--- src/rtl/iwdt_pkg.sv ---
package iwdt_pkg;
    timeunit 1ns;
    timeprecision 100ps;

    localparam int CNT_W   = 12;
    localparam int PR_W    = 4;
    localparam int PR_BASE = 2;
    localparam int PR_CAP  = 8;
    localparam int ADDR_W  = 5;
    localparam int DATA_W  = 32;

    localparam logic [15:0] KEY_START  = 16'hCCCC;
    localparam logic [15:0] KEY_KICK   = 16'hAAAA;
    localparam logic [15:0] KEY_OPEN   = 16'h5555;
    localparam logic [15:0] KEY_CLOSE  = 16'h0000;

    localparam int OFS_KEY = 'h00;
    localparam int OFS_PR  = 'h04;
    localparam int OFS_RLD = 'h08;
    localparam int OFS_SR  = 'h0C;
    localparam int OFS_EW  = 'h14;

    localparam int EW_ACK_BIT = 14;
    localparam int EW_EN_BIT  = 15;

    typedef enum logic [1:0] {
        ST_STOPPED  = 2'd0,
        ST_COUNTING = 2'd1,
        ST_FIRE     = 2'd2
    } wd_state_e;
endpackage

--- src/rtl/iwdt_regs.sv ---
module iwdt_regs
    import iwdt_pkg::*;
#(
    parameter int P_CNT_W  = CNT_W,
    parameter int P_PR_W   = PR_W,
    parameter int P_ADDR_W = ADDR_W,
    parameter int P_DATA_W = DATA_W
) (
    input  logic                clk,
    input  logic                rst_n,
    input  logic                lsi_tick,
    input  logic                bus_we,
    input  logic [P_ADDR_W-1:0] bus_addr,
    input  logic [P_DATA_W-1:0] bus_wdata,
    input  logic                irq_pend,
    output logic [P_DATA_W-1:0] bus_rdata,
    output logic                key_start,
    output logic                key_kick,
    output logic [P_PR_W-1:0]   pr_act,
    output logic [P_CNT_W-1:0]  rld_act,
    output logic [P_CNT_W-1:0]  cmp_val,
    output logic                irq_en,
    output logic                ack_wr
);
    timeunit 1ns;
    timeprecision 100ps;

    logic                unlocked;
    logic [P_PR_W-1:0]   pr_sh;
    logic [P_CNT_W-1:0]  rld_sh;
    logic                pr_busy;
    logic                rld_busy;
    logic [15:0]         key_val;
    logic                wr_key, wr_pr, wr_rld, wr_ew;
    logic                unused_hi;

    assign key_val   = bus_wdata[15:0];
    assign unused_hi = &{1'b0, bus_wdata[P_DATA_W-1:16]};
    assign wr_key    = bus_we && (bus_addr == P_ADDR_W'(OFS_KEY));
    assign wr_pr     = bus_we && unlocked && (bus_addr == P_ADDR_W'(OFS_PR));
    assign wr_rld    = bus_we && unlocked && (bus_addr == P_ADDR_W'(OFS_RLD));
    assign wr_ew     = bus_we && unlocked && (bus_addr == P_ADDR_W'(OFS_EW));
    assign ack_wr    = bus_we && (bus_addr == P_ADDR_W'(OFS_EW)) && bus_wdata[EW_ACK_BIT];
    assign key_start = wr_key && (key_val == KEY_START);
    assign key_kick  = wr_key && (key_val == KEY_KICK);

    // lock state
    always_ff @(posedge clk or negedge rst_n) begin
        if (!rst_n) begin
            unlocked <= 1'b0;
        end else if (wr_key) begin
            if (key_val == KEY_OPEN)
                unlocked <= 1'b1;
            else if (key_val == KEY_CLOSE)
                unlocked <= 1'b0;
        end
    end

    // prescaler shadow and transfer into the counter side
    always_ff @(posedge clk or negedge rst_n) begin
        if (!rst_n) begin
            pr_sh   <= '0;
            pr_act  <= '0;
            pr_busy <= 1'b0;
        end else if (wr_pr) begin
            pr_sh   <= bus_wdata[P_PR_W-1:0];
            pr_busy <= 1'b1;
        end else if (pr_busy && lsi_tick) begin
            pr_act  <= pr_sh;
            pr_busy <= 1'b0;
        end
    end

    // reload shadow and transfer into the counter side
    always_ff @(posedge clk or negedge rst_n) begin
        if (!rst_n) begin
            rld_sh   <= '1;
            rld_act  <= '1;
            rld_busy <= 1'b0;
        end else if (wr_rld) begin
            rld_sh   <= bus_wdata[P_CNT_W-1:0];
            rld_busy <= 1'b1;
        end else if (rld_busy && lsi_tick) begin
            rld_act  <= rld_sh;
            rld_busy <= 1'b0;
        end
    end

    // early-warning compare and enable
    always_ff @(posedge clk or negedge rst_n) begin
        if (!rst_n) begin
            cmp_val <= '0;
            irq_en  <= 1'b0;
        end else if (wr_ew) begin
            cmp_val <= bus_wdata[P_CNT_W-1:0];
            irq_en  <= bus_wdata[EW_EN_BIT];
        end
    end

    always_comb begin
        bus_rdata = '0;
        case (bus_addr)
            P_ADDR_W'(OFS_PR):  bus_rdata[P_PR_W-1:0]  = pr_sh;
            P_ADDR_W'(OFS_RLD): bus_rdata[P_CNT_W-1:0] = rld_sh;
            P_ADDR_W'(OFS_SR):  bus_rdata[1:0]         = {rld_busy, pr_busy};
            P_ADDR_W'(OFS_EW): begin
                bus_rdata[P_CNT_W-1:0] = cmp_val;
                bus_rdata[EW_ACK_BIT]  = irq_pend;
                bus_rdata[EW_EN_BIT]   = irq_en;
            end
            default: bus_rdata = '0;
        endcase
    end

    a_r2_locked_pr_hold: assert property (@(posedge clk) disable iff (!rst_n)
        (bus_we && !unlocked && bus_addr == P_ADDR_W'(OFS_PR)) |=> $stable(pr_sh));

    a_r2_locked_rld_hold: assert property (@(posedge clk) disable iff (!rst_n)
        (bus_we && !unlocked && bus_addr == P_ADDR_W'(OFS_RLD)) |=> $stable(rld_sh));

    a_r3_pr_busy_clears: assert property (@(posedge clk) disable iff (!rst_n)
        (pr_busy && lsi_tick && !wr_pr) |=> (!pr_busy && pr_act == $past(pr_sh)));

    a_r3_rld_busy_clears: assert property (@(posedge clk) disable iff (!rst_n)
        (rld_busy && lsi_tick && !wr_rld) |=> (!rld_busy && rld_act == $past(rld_sh)));
endmodule

--- src/rtl/iwdt_core.sv ---
module iwdt_core
    import iwdt_pkg::*;
#(
    parameter int P_CNT_W   = CNT_W,
    parameter int P_PR_W    = PR_W,
    parameter int P_PR_BASE = PR_BASE,
    parameter int P_PR_CAP  = PR_CAP
) (
    input  logic               clk,
    input  logic               rst_n,
    input  logic               lsi_tick,
    input  logic               key_start,
    input  logic               key_kick,
    input  logic [P_PR_W-1:0]  pr_act,
    input  logic [P_CNT_W-1:0] rld_act,
    output logic [P_CNT_W-1:0] cnt,
    output logic               pres_tick,
    output logic               rst_req
);
    timeunit 1ns;
    timeprecision 100ps;

    localparam int PS_W = P_PR_BASE + P_PR_CAP;

    wd_state_e         state, state_nx;
    logic [PS_W-1:0]   ps_cnt;
    logic [PS_W-1:0]   ps_last;
    logic [PS_W:0]     span;
    logic [P_PR_W-1:0] pr_eff;
    logic              reload_now;

    // prescaler divider, clamped at the largest setting
    always_comb begin
        pr_eff  = (pr_act > P_PR_W'(P_PR_CAP)) ? P_PR_W'(P_PR_CAP) : pr_act;
        span    = (PS_W+1)'(1) << (P_PR_BASE + int'(pr_eff));
        ps_last = PS_W'(span - (PS_W+1)'(1));
    end

    assign pres_tick = (state == ST_COUNTING) && lsi_tick && (ps_cnt == ps_last);

    // state register
    always_ff @(posedge clk or negedge rst_n) begin
        if (!rst_n)
            state <= ST_STOPPED;
        else
            state <= state_nx;
    end

    // next state
    always_comb begin
        state_nx = state;
        unique case (state)
            ST_STOPPED:  if (key_start) state_nx = ST_COUNTING;
            ST_COUNTING: if (pres_tick && cnt == '0 && !key_kick) state_nx = ST_FIRE;
            ST_FIRE:     state_nx = ST_COUNTING;
            default:     state_nx = ST_STOPPED;
        endcase
    end

    assign reload_now = (state == ST_STOPPED && key_start) ||
                        (state == ST_COUNTING && key_kick) ||
                        (state == ST_FIRE);

    // counter and prescaler datapath
    always_ff @(posedge clk or negedge rst_n) begin
        if (!rst_n) begin
            cnt    <= '1;
            ps_cnt <= '0;
        end else if (reload_now) begin
            cnt    <= rld_act;
            ps_cnt <= '0;
        end else if (state == ST_COUNTING && lsi_tick) begin
            if (ps_cnt == ps_last) begin
                ps_cnt <= '0;
                if (cnt != '0)
                    cnt <= cnt - P_CNT_W'(1);
            end else begin
                ps_cnt <= ps_cnt + PS_W'(1);
            end
        end
    end

    // outputs
    always_comb begin
        rst_req = (state == ST_FIRE);
    end

    a_r4_pulse_single: assert property (@(posedge clk) disable iff (!rst_n)
        rst_req |=> !rst_req);

    a_r7_never_stops: assert property (@(posedge clk) disable iff (!rst_n)
        (state != ST_STOPPED) |=> (state != ST_STOPPED));

    a_r10_reload_after_fire: assert property (@(posedge clk) disable iff (!rst_n)
        (state == ST_FIRE) |=> (cnt == $past(rld_act) && state == ST_COUNTING));

    a_r6_kick_reloads: assert property (@(posedge clk) disable iff (!rst_n)
        (state == ST_COUNTING && key_kick) |=> (cnt == $past(rld_act) && ps_cnt == '0));
endmodule

--- src/rtl/iwdt_early.sv ---
module iwdt_early
    import iwdt_pkg::*;
#(
    parameter int P_CNT_W = CNT_W
) (
    input  logic               clk,
    input  logic               rst_n,
    input  logic               pres_tick,
    input  logic [P_CNT_W-1:0] cnt,
    input  logic [P_CNT_W-1:0] cmp_val,
    input  logic               irq_en,
    input  logic               ack_wr,
    output logic               irq
);
    timeunit 1ns;
    timeprecision 100ps;

    logic hit;

    // the counter is about to step onto the compare value
    assign hit = pres_tick && irq_en && (cnt != '0) && ((cnt - P_CNT_W'(1)) == cmp_val);

    always_ff @(posedge clk or negedge rst_n) begin
        if (!rst_n)
            irq <= 1'b0;
        else if (hit)
            irq <= 1'b1;
        else if (ack_wr)
            irq <= 1'b0;
    end

    a_r9_ack_clears: assert property (@(posedge clk) disable iff (!rst_n)
        (ack_wr && !hit) |=> !irq);

    a_r8_irq_holds: assert property (@(posedge clk) disable iff (!rst_n)
        (irq && !ack_wr) |=> irq);

    a_r8_needs_enable: assert property (@(posedge clk) disable iff (!rst_n)
        (!irq && !irq_en) |=> !irq);
endmodule

--- src/rtl/iwdt_top.sv ---
module iwdt_top
    import iwdt_pkg::*;
#(
    parameter int P_CNT_W   = CNT_W,
    parameter int P_PR_W    = PR_W,
    parameter int P_PR_BASE = PR_BASE,
    parameter int P_PR_CAP  = PR_CAP,
    parameter int P_ADDR_W  = ADDR_W,
    parameter int P_DATA_W  = DATA_W
) (
    input  logic                clk,
    input  logic                rst_n,
    input  logic                lsi_tick,
    input  logic                bus_we,
    input  logic [P_ADDR_W-1:0] bus_addr,
    input  logic [P_DATA_W-1:0] bus_wdata,
    output logic [P_DATA_W-1:0] bus_rdata,
    output logic                wdt_reset_req,
    output logic                wdt_early_irq
);
    timeunit 1ns;
    timeprecision 100ps;

    logic               key_start, key_kick, ack_wr, irq_en, pres_tick;
    logic [P_PR_W-1:0]  pr_act;
    logic [P_CNT_W-1:0] rld_act, cmp_val, cnt;

    iwdt_regs #(
        .P_CNT_W(P_CNT_W), .P_PR_W(P_PR_W), .P_ADDR_W(P_ADDR_W), .P_DATA_W(P_DATA_W)
    ) u_regs (
        .clk(clk), .rst_n(rst_n), .lsi_tick(lsi_tick),
        .bus_we(bus_we), .bus_addr(bus_addr), .bus_wdata(bus_wdata),
        .irq_pend(wdt_early_irq), .bus_rdata(bus_rdata),
        .key_start(key_start), .key_kick(key_kick),
        .pr_act(pr_act), .rld_act(rld_act),
        .cmp_val(cmp_val), .irq_en(irq_en), .ack_wr(ack_wr)
    );

    iwdt_core #(
        .P_CNT_W(P_CNT_W), .P_PR_W(P_PR_W), .P_PR_BASE(P_PR_BASE), .P_PR_CAP(P_PR_CAP)
    ) u_core (
        .clk(clk), .rst_n(rst_n), .lsi_tick(lsi_tick),
        .key_start(key_start), .key_kick(key_kick),
        .pr_act(pr_act), .rld_act(rld_act),
        .cnt(cnt), .pres_tick(pres_tick), .rst_req(wdt_reset_req)
    );

    iwdt_early #(
        .P_CNT_W(P_CNT_W)
    ) u_early (
        .clk(clk), .rst_n(rst_n), .pres_tick(pres_tick), .cnt(cnt),
        .cmp_val(cmp_val), .irq_en(irq_en), .ack_wr(ack_wr), .irq(wdt_early_irq)
    );
endmodule

--- config.mk ---
export PLATFORM = sky130hd
export DESIGN_NAME = iwdt_top
export DESIGN_NICKNAME = d
export VERILOG_FILES = /design/src/rtl/iwdt_pkg.sv /design/src/rtl/iwdt_regs.sv /design/src/rtl/iwdt_core.sv /design/src/rtl/iwdt_early.sv /design/src/rtl/iwdt_top.sv
export SDC_FILE = /design/constraint.sdc
export NUM_CORES = 1
export LEC_CHECK = 0
export BUFFER_PORTS_ARGS = -buffer_cell sky130_fd_sc_hd__buf_2
export CAP_MARGIN = 20
export CORE_MARGIN = 2
export CORE_UTILIZATION = 61
export DETAILED_ROUTE_END_ITERATION = 12
export PLACE_DENSITY = 0.91
export SYNTH_ARGS = -nofsm -noshare
export SYNTH_HDL_FRONTEND = slang
export SYNTH_SLANG_ARGS = --single-unit
export TNS_END_PERCENT = 1
--- constraint.sdc ---
create_clock -name clk -period 11.7 [get_ports clk]
set_input_delay 2.34 -clock clk [delete_from_list [all_inputs] [get_ports clk]]
set_output_delay 2.34 -clock clk [all_outputs]
set_load 0.05 [all_outputs]
-- Word-level counts from Yosys, hierarchy flattened
Cells that the tools add are included.
- bits in registers: 73
- bits in latches: 0
- RAM bits: 0
- ROM bits: 0
- output and inout port bits: 34
- word-level logic and storage cells: 97
- memories: 0
- add/subtract/negate cells: 4
- multiply operators: 0
- div/mod/pow operators: 0
- $lt $le $gt $ge: 1
- equality and inequality tests: 13
- shift-type cells: 1
- multiplexer cells: 23
- bitwise gates (word level): 2
- reductions and logical operators: 40
- operator list (operator ; count):
    $mux W12 ; 4
    $eq A16 B16 Y1 const B ; 2
    $shl A1 B32 Y10 const A ; 1
    $mux W10 ; 3
    $logic_and A1 B1 Y1 ; 20
    $eq A16 B15 Y1 const B ; 1
    $logic_not A16 Y1 ; 1
    $pmux W8 S2 ; 1
    $reduce_bool A2 Y1 ; 7
    $eq A12 B12 Y1 ; 1
    $logic_not A12 Y1 ; 1
    $pmux W2 S3 ; 2
    $reduce_bool A12 Y1 ; 1
    $sub A12 B1 Y12 const B ; 1
    $add A10 B1 Y10 const B ; 1
    $eq A10 B10 Y1 ; 1
    $eq A5 B4 Y1 const B ; 2
    $sub A10 B1 Y10 const B ; 1
    $mux W1 ; 8
    $pmux W2 S4 ; 1
    $reduce_and A2 Y1 ; 4
    $mux W2 ; 3
    $add A2 B4 Y5 const A ; 1
    $eq A5 B3 Y1 const B ; 1
    other kinds (12) ; 15

-- Depth between registers and ports, before layout
- depth after elaboration: 11
- gate-level depth with buffers: 14

-- Modules after synthesis
From an unflattened synthesis, not the netlist that was laid out.
- cells, all modules: 456
- area total of the unflattened synthesis: 4618.2 um2
- by module, submodules not included (module ; times used ; cells an instance ; area each (um2) ; sequential area each (um2)):
    iwdt_regs ; 1 ; 172 ; 2348.5 ; 1231.2
    iwdt_core ; 1 ; 220 ; 1781.7 ; 615.6
    iwdt_early ; 1 ; 64 ; 488.0 ; 25.0

-- Worst setup path after synthesis
OpenSTA, ideal clock, no wires.
- path kind: input to output
- start: input port bus_addr[4]
- end: output port bus_rdata[0]
- data arrival time: 3847 ps
- required time: 9360 ps
- path slack: 5513 ps
- stages on the path: 2
- path through: or3_1 -> o21ai_0
- word-level cells in the longest chain between the ends: 2
- elaborated cells on any way between the ends: 5
- classes of those cells: eq/ne (4); mux (1)
- RTL lines (element ; line ; source):
    start: declaration ; iwdt_top.sv:15 ; input logic [P_ADDR_W-1:0] bus_addr,
    $eq A5 B5 Y1, or another cell as far along ; iwdt_regs.sv:102 ; case (bus_addr)
    $pmux W2 S4 (*) ; iwdt_regs.sv:102 ;
    end: declaration ; iwdt_top.sv:17 ; output logic [P_DATA_W-1:0] bus_rdata,
Mark *: on every way between the ends. The rest lies on a longest branch, timed or not.

-- Worst setup path in the final report
- start: input port bus_addr[4]
- end: output port bus_rdata[2]
- word-level cells in the longest chain between the ends: 2
- elaborated cells on any way between the ends: 4
- classes of those cells: eq/ne (3); mux (1)
- RTL lines (element ; line):
    $eq A5 B5 Y1, or another cell as far along ; iwdt_regs.sv:102
    $pmux W2 S3 (*) ; iwdt_regs.sv:102
Marks and branches as above.

==> impl_metrics.csv <==
group,metric,value,unit
layout,n_antenna_cell,0,
drt,drtIter0Drc,388,
layout,syn_to_final_growth,8.64,%
power,ir_drop,0.0000858,V
grt,antenna_found_initial,0,
critical_path,path_delay_family,"simple AND/OR/NAND/NOR gates",
sta,timing.final.crit_period,6.25,ns
power,power_density,122,nW/um2
clocking,clk_path_buf_depth,2,
critical_path,required,9.36,ns
critical_path,slowest_stage,"and2_1",
critical_path,cp_num_buf_inv,3,
critical_path,critPathMaxFanout,11,
grt,grt_pass1_vias,3653,
placed_design,place_hpwl,7720,um
floorplan,initial_core_util,62.1,%
floorplan,die_area,8010,um2
synth,ys_ff_latch,73,
synth,seq_area_frac_synth,42.0,%
clocking,hold_buffers,0,
sta,relSlewSlack,35.2,%
clocking,path_clk_slew,0.08,ns
placed_design,placed_area,4650,um2
critical_path,start_kind,"primary input",
synth,syn_inst,453,
drt,ant_nets,0,
floorplan,io_pins,75,
clocking,clk_latency,0.36,ns
clocking,htreeDepth,3,
grt,grt_max_degree,74,
synth,synth_area_leaders,"dfstp_2 (21%), dfrtp_1 (21%), mux2_2 (12%)",
drt,wl_met1,4370,um
drt,route.met2.wl,5530,um
critical_path,critPathCaptureType,"primary output",
grt,grt_use_total,30.4,%
synth,syn_avg_cell_area,9.84,um2
drt,vias_per_cell,6.63,
synth,synth_cell_types,58,
job,max-cap-violations,0,
floorplan,core-area,7180,um2
layout,fin_nets,530,
synth,netlist_area,4460,um2
grt,grt_first_pass_wirelength,18400,um
critical_path,cpPeakStageDelay,0.48,ns
clocking,cts_resized,0,
clocking,cts.sinks,73,
clocking,post-cts-setup-buffers,0,
drt,drc,0,
sta,period_share,53.4,%
sta,setup_viol,0,
grt,grt_overflow,0,
floorplan,rows,31,
critical_path,path_class,"primary input to primary output",
sta,timing.clock.skew,0.00934,ns
clocking,cts_buffers,9,
placed_design,place_congestion,0.883,
floorplan,fp.dieH,89.5,um
drt,wl_met3,1030,um
synth,yosys_warnings,0,
drt,num_vias,3904,
drt,wl_per_cell,19.2,um
placed_design,portBuffers,40,
floorplan,die_w,89.5,um
drt,top_layer,"met4",
sta,slew_viol_final,0,
power,p_leak,2.15,nW
drt,finalWirelength,11300,um
critical_path,cp.arrival,3.91,ns
synth,synth.top_cell.area_share,21.2,%
sta,max_freq,160,MHz
critical_path,reg2reg_slack,7.53,ns
status,outcome,"completed",
critical_path,cp_cell_sequence,"buf_2 > nor4_1 > and2_1 > a222oi_1 > inv_1 > buf_2",
synth,yosysTopAreaCell,"dfstp_2",
sta,rsz0062_at_grt,"false",
synth,synth_top_flop_cell,"dfrtp_1",
synth,synth_edf_count,0,
synth,synthArstFlopShare,100,%
clocking,cts_root_buf,"clkbuf_8",
layout,drive_gt1_share,31.8,%
sta,worstMarginPinSlew,0.947,ns
min_path,hp-class,"flip-flop to flip-flop",
clocking,tritoncts,"built",
layout,final_cell_area,4840,um2
layout,final_core_util,67.5,%
critical_path,cpMostUsedCell,"buf_2",
sta,hold_violations,0,
drt,firstDrtPassIters,6,
sta,setup_tns,0,ns
[per-layer routing]
layer / GRT usage [%] / up-vias
met5: 0 / -
met4: 13.4 / 0
met3: 8.22 / 50
met2: 48.1 / 277
met1: 39.3 / 1859
li1: - / 1718
[synth_stat cells (all sizes together) (4+ instances only)]
master,instances
mux2,48
dfrtp,37
dfstp,36
nand2,29
nor2,28
buf,23
clkbuf,16
o21ai,16
a31oi,15
inv,13
nand3,13
a21oi,12
xor2,11
nand4,10
nor3,10
xnor2,10
a22o,9
o31ai,9
or4,9
nor2b,8
or3,8
and2,7
nor4,7
o22ai,7
or2,5
and4,4
ha,4
nand2b,4
o211ai,4
[registers in the layout, summed over array words and instances (netlist names)]
name and cells:
u_regs.pr_busy 1, u_core.ps_cnt 10, u_regs.irq_en 1, u_regs.rld_act 12, u_regs.rld_sh 12, u_core.cnt 12
u_regs.pr_act 4, u_regs.pr_sh 4, u_early.irq 1, u_regs.cmp_val 12, u_regs.rld_busy 1, u_core.state 2
u_regs.unlocked 1
[worst min-delay path, cell delays in order (launching register included)]
cell and delay, ns:
dfstp_2 0.38, nor2_1 0.09, a31oi_1 0.04
[cells in the final DEF (no fill, tap or decap), types with 10 or more instances in the layout]
master and count:
mux2_2 48, buf_2 40, dfrtp_1 37, dfstp_2 36, nand2_1 29, nor2_1 28, conb_1 18, o21ai_0 16
a31oi_1 15, inv_1 13, nand3_1 13, a21oi_1 12, xor2_1 11, nand4_1 10, nor3_1 10, xnor2_1 10
[where the power goes]
| part | internal, mW | total [mW] | switching, mW |
|---|---|---|---|
| combinational | 0.0391 | 0.105 | 0.0657 |
| clock | 0.0984 | 0.199 | 0.101 |
| sequential | 0.266 | 0.289 | 0.0223 |
| total | 0.404 | 0.592 | 0.189 |
[kinds of logic (layout without fill, tap and decap cells)]
| family | after synthesis | count (layout) | synth area share [%] |
|---|---|---|---|
| compound gates | 94 | 94 | 14.5 |
| xor+xnor | 21 | 21 | 4.13 |
| fa+ha+maj | 4 | 4 | 1.12 |
| buf+inv | 52 | 72 | 6.01 |
| flops | 73 | 73 | 42.0 |
| mux | 49 | 49 | 12.3 |
| other cells | 1 | 18 | 0.0841 |
| simple gates | 159 | 159 | 19.9 |
[through the flow]
step                      total power [mW]  setup WS [ns]  cells  hold slack (ns)
after floorplan                      0.370           5.51    470            0.476
after global placement               0.389           5.50    573            0.489
after detailed placement             0.394           5.47    573            0.492
after CTS                            0.589           5.49    589            0.503
after global routing                 0.618           5.33    589            0.521
final                                0.592           5.45    589            0.503
[area by class of cell]
cell class / count / area (um2)
Fill cell: 490 / 2330
Timing Repair Buffer: 43 / 223
Tap cell: 99 / 124
Inverter: 13 / 48.8
Clock inverter: 7 / 70.1
Multi-Input combinational cell: 345 / 2380
Clock buffer: 9 / 124
Sequential cell: 73 / 1870
[path summary, 6_finish.rpt]
path / start / to / cells after the start
setup / recovery: bus_addr[4] / bus_rdata[2] / 6
hold / removal: u_regs.rld_act[5]$_DFFE_PN1P_ / u_core.cnt[5]$_DFFE_PN1P_ / 2
setup reg to reg: u_regs.pr_act[3]$_DFFE_PN0P_ / u_core.cnt[3]$_DFFE_PN1P_ / 12
hold reg to reg: u_regs.rld_act[5]$_DFFE_PN1P_ / u_core.cnt[5]$_DFFE_PN1P_ / 2
max in group asynchronous: rst_n / u_core.ps_cnt[8]$_DFFE_PN0P_ / 2
min in group asynchronous: rst_n / u_core.ps_cnt[1]$_DFFE_PN0P_ / 2
Note: power is estimated with default switching activity, not from simulation.
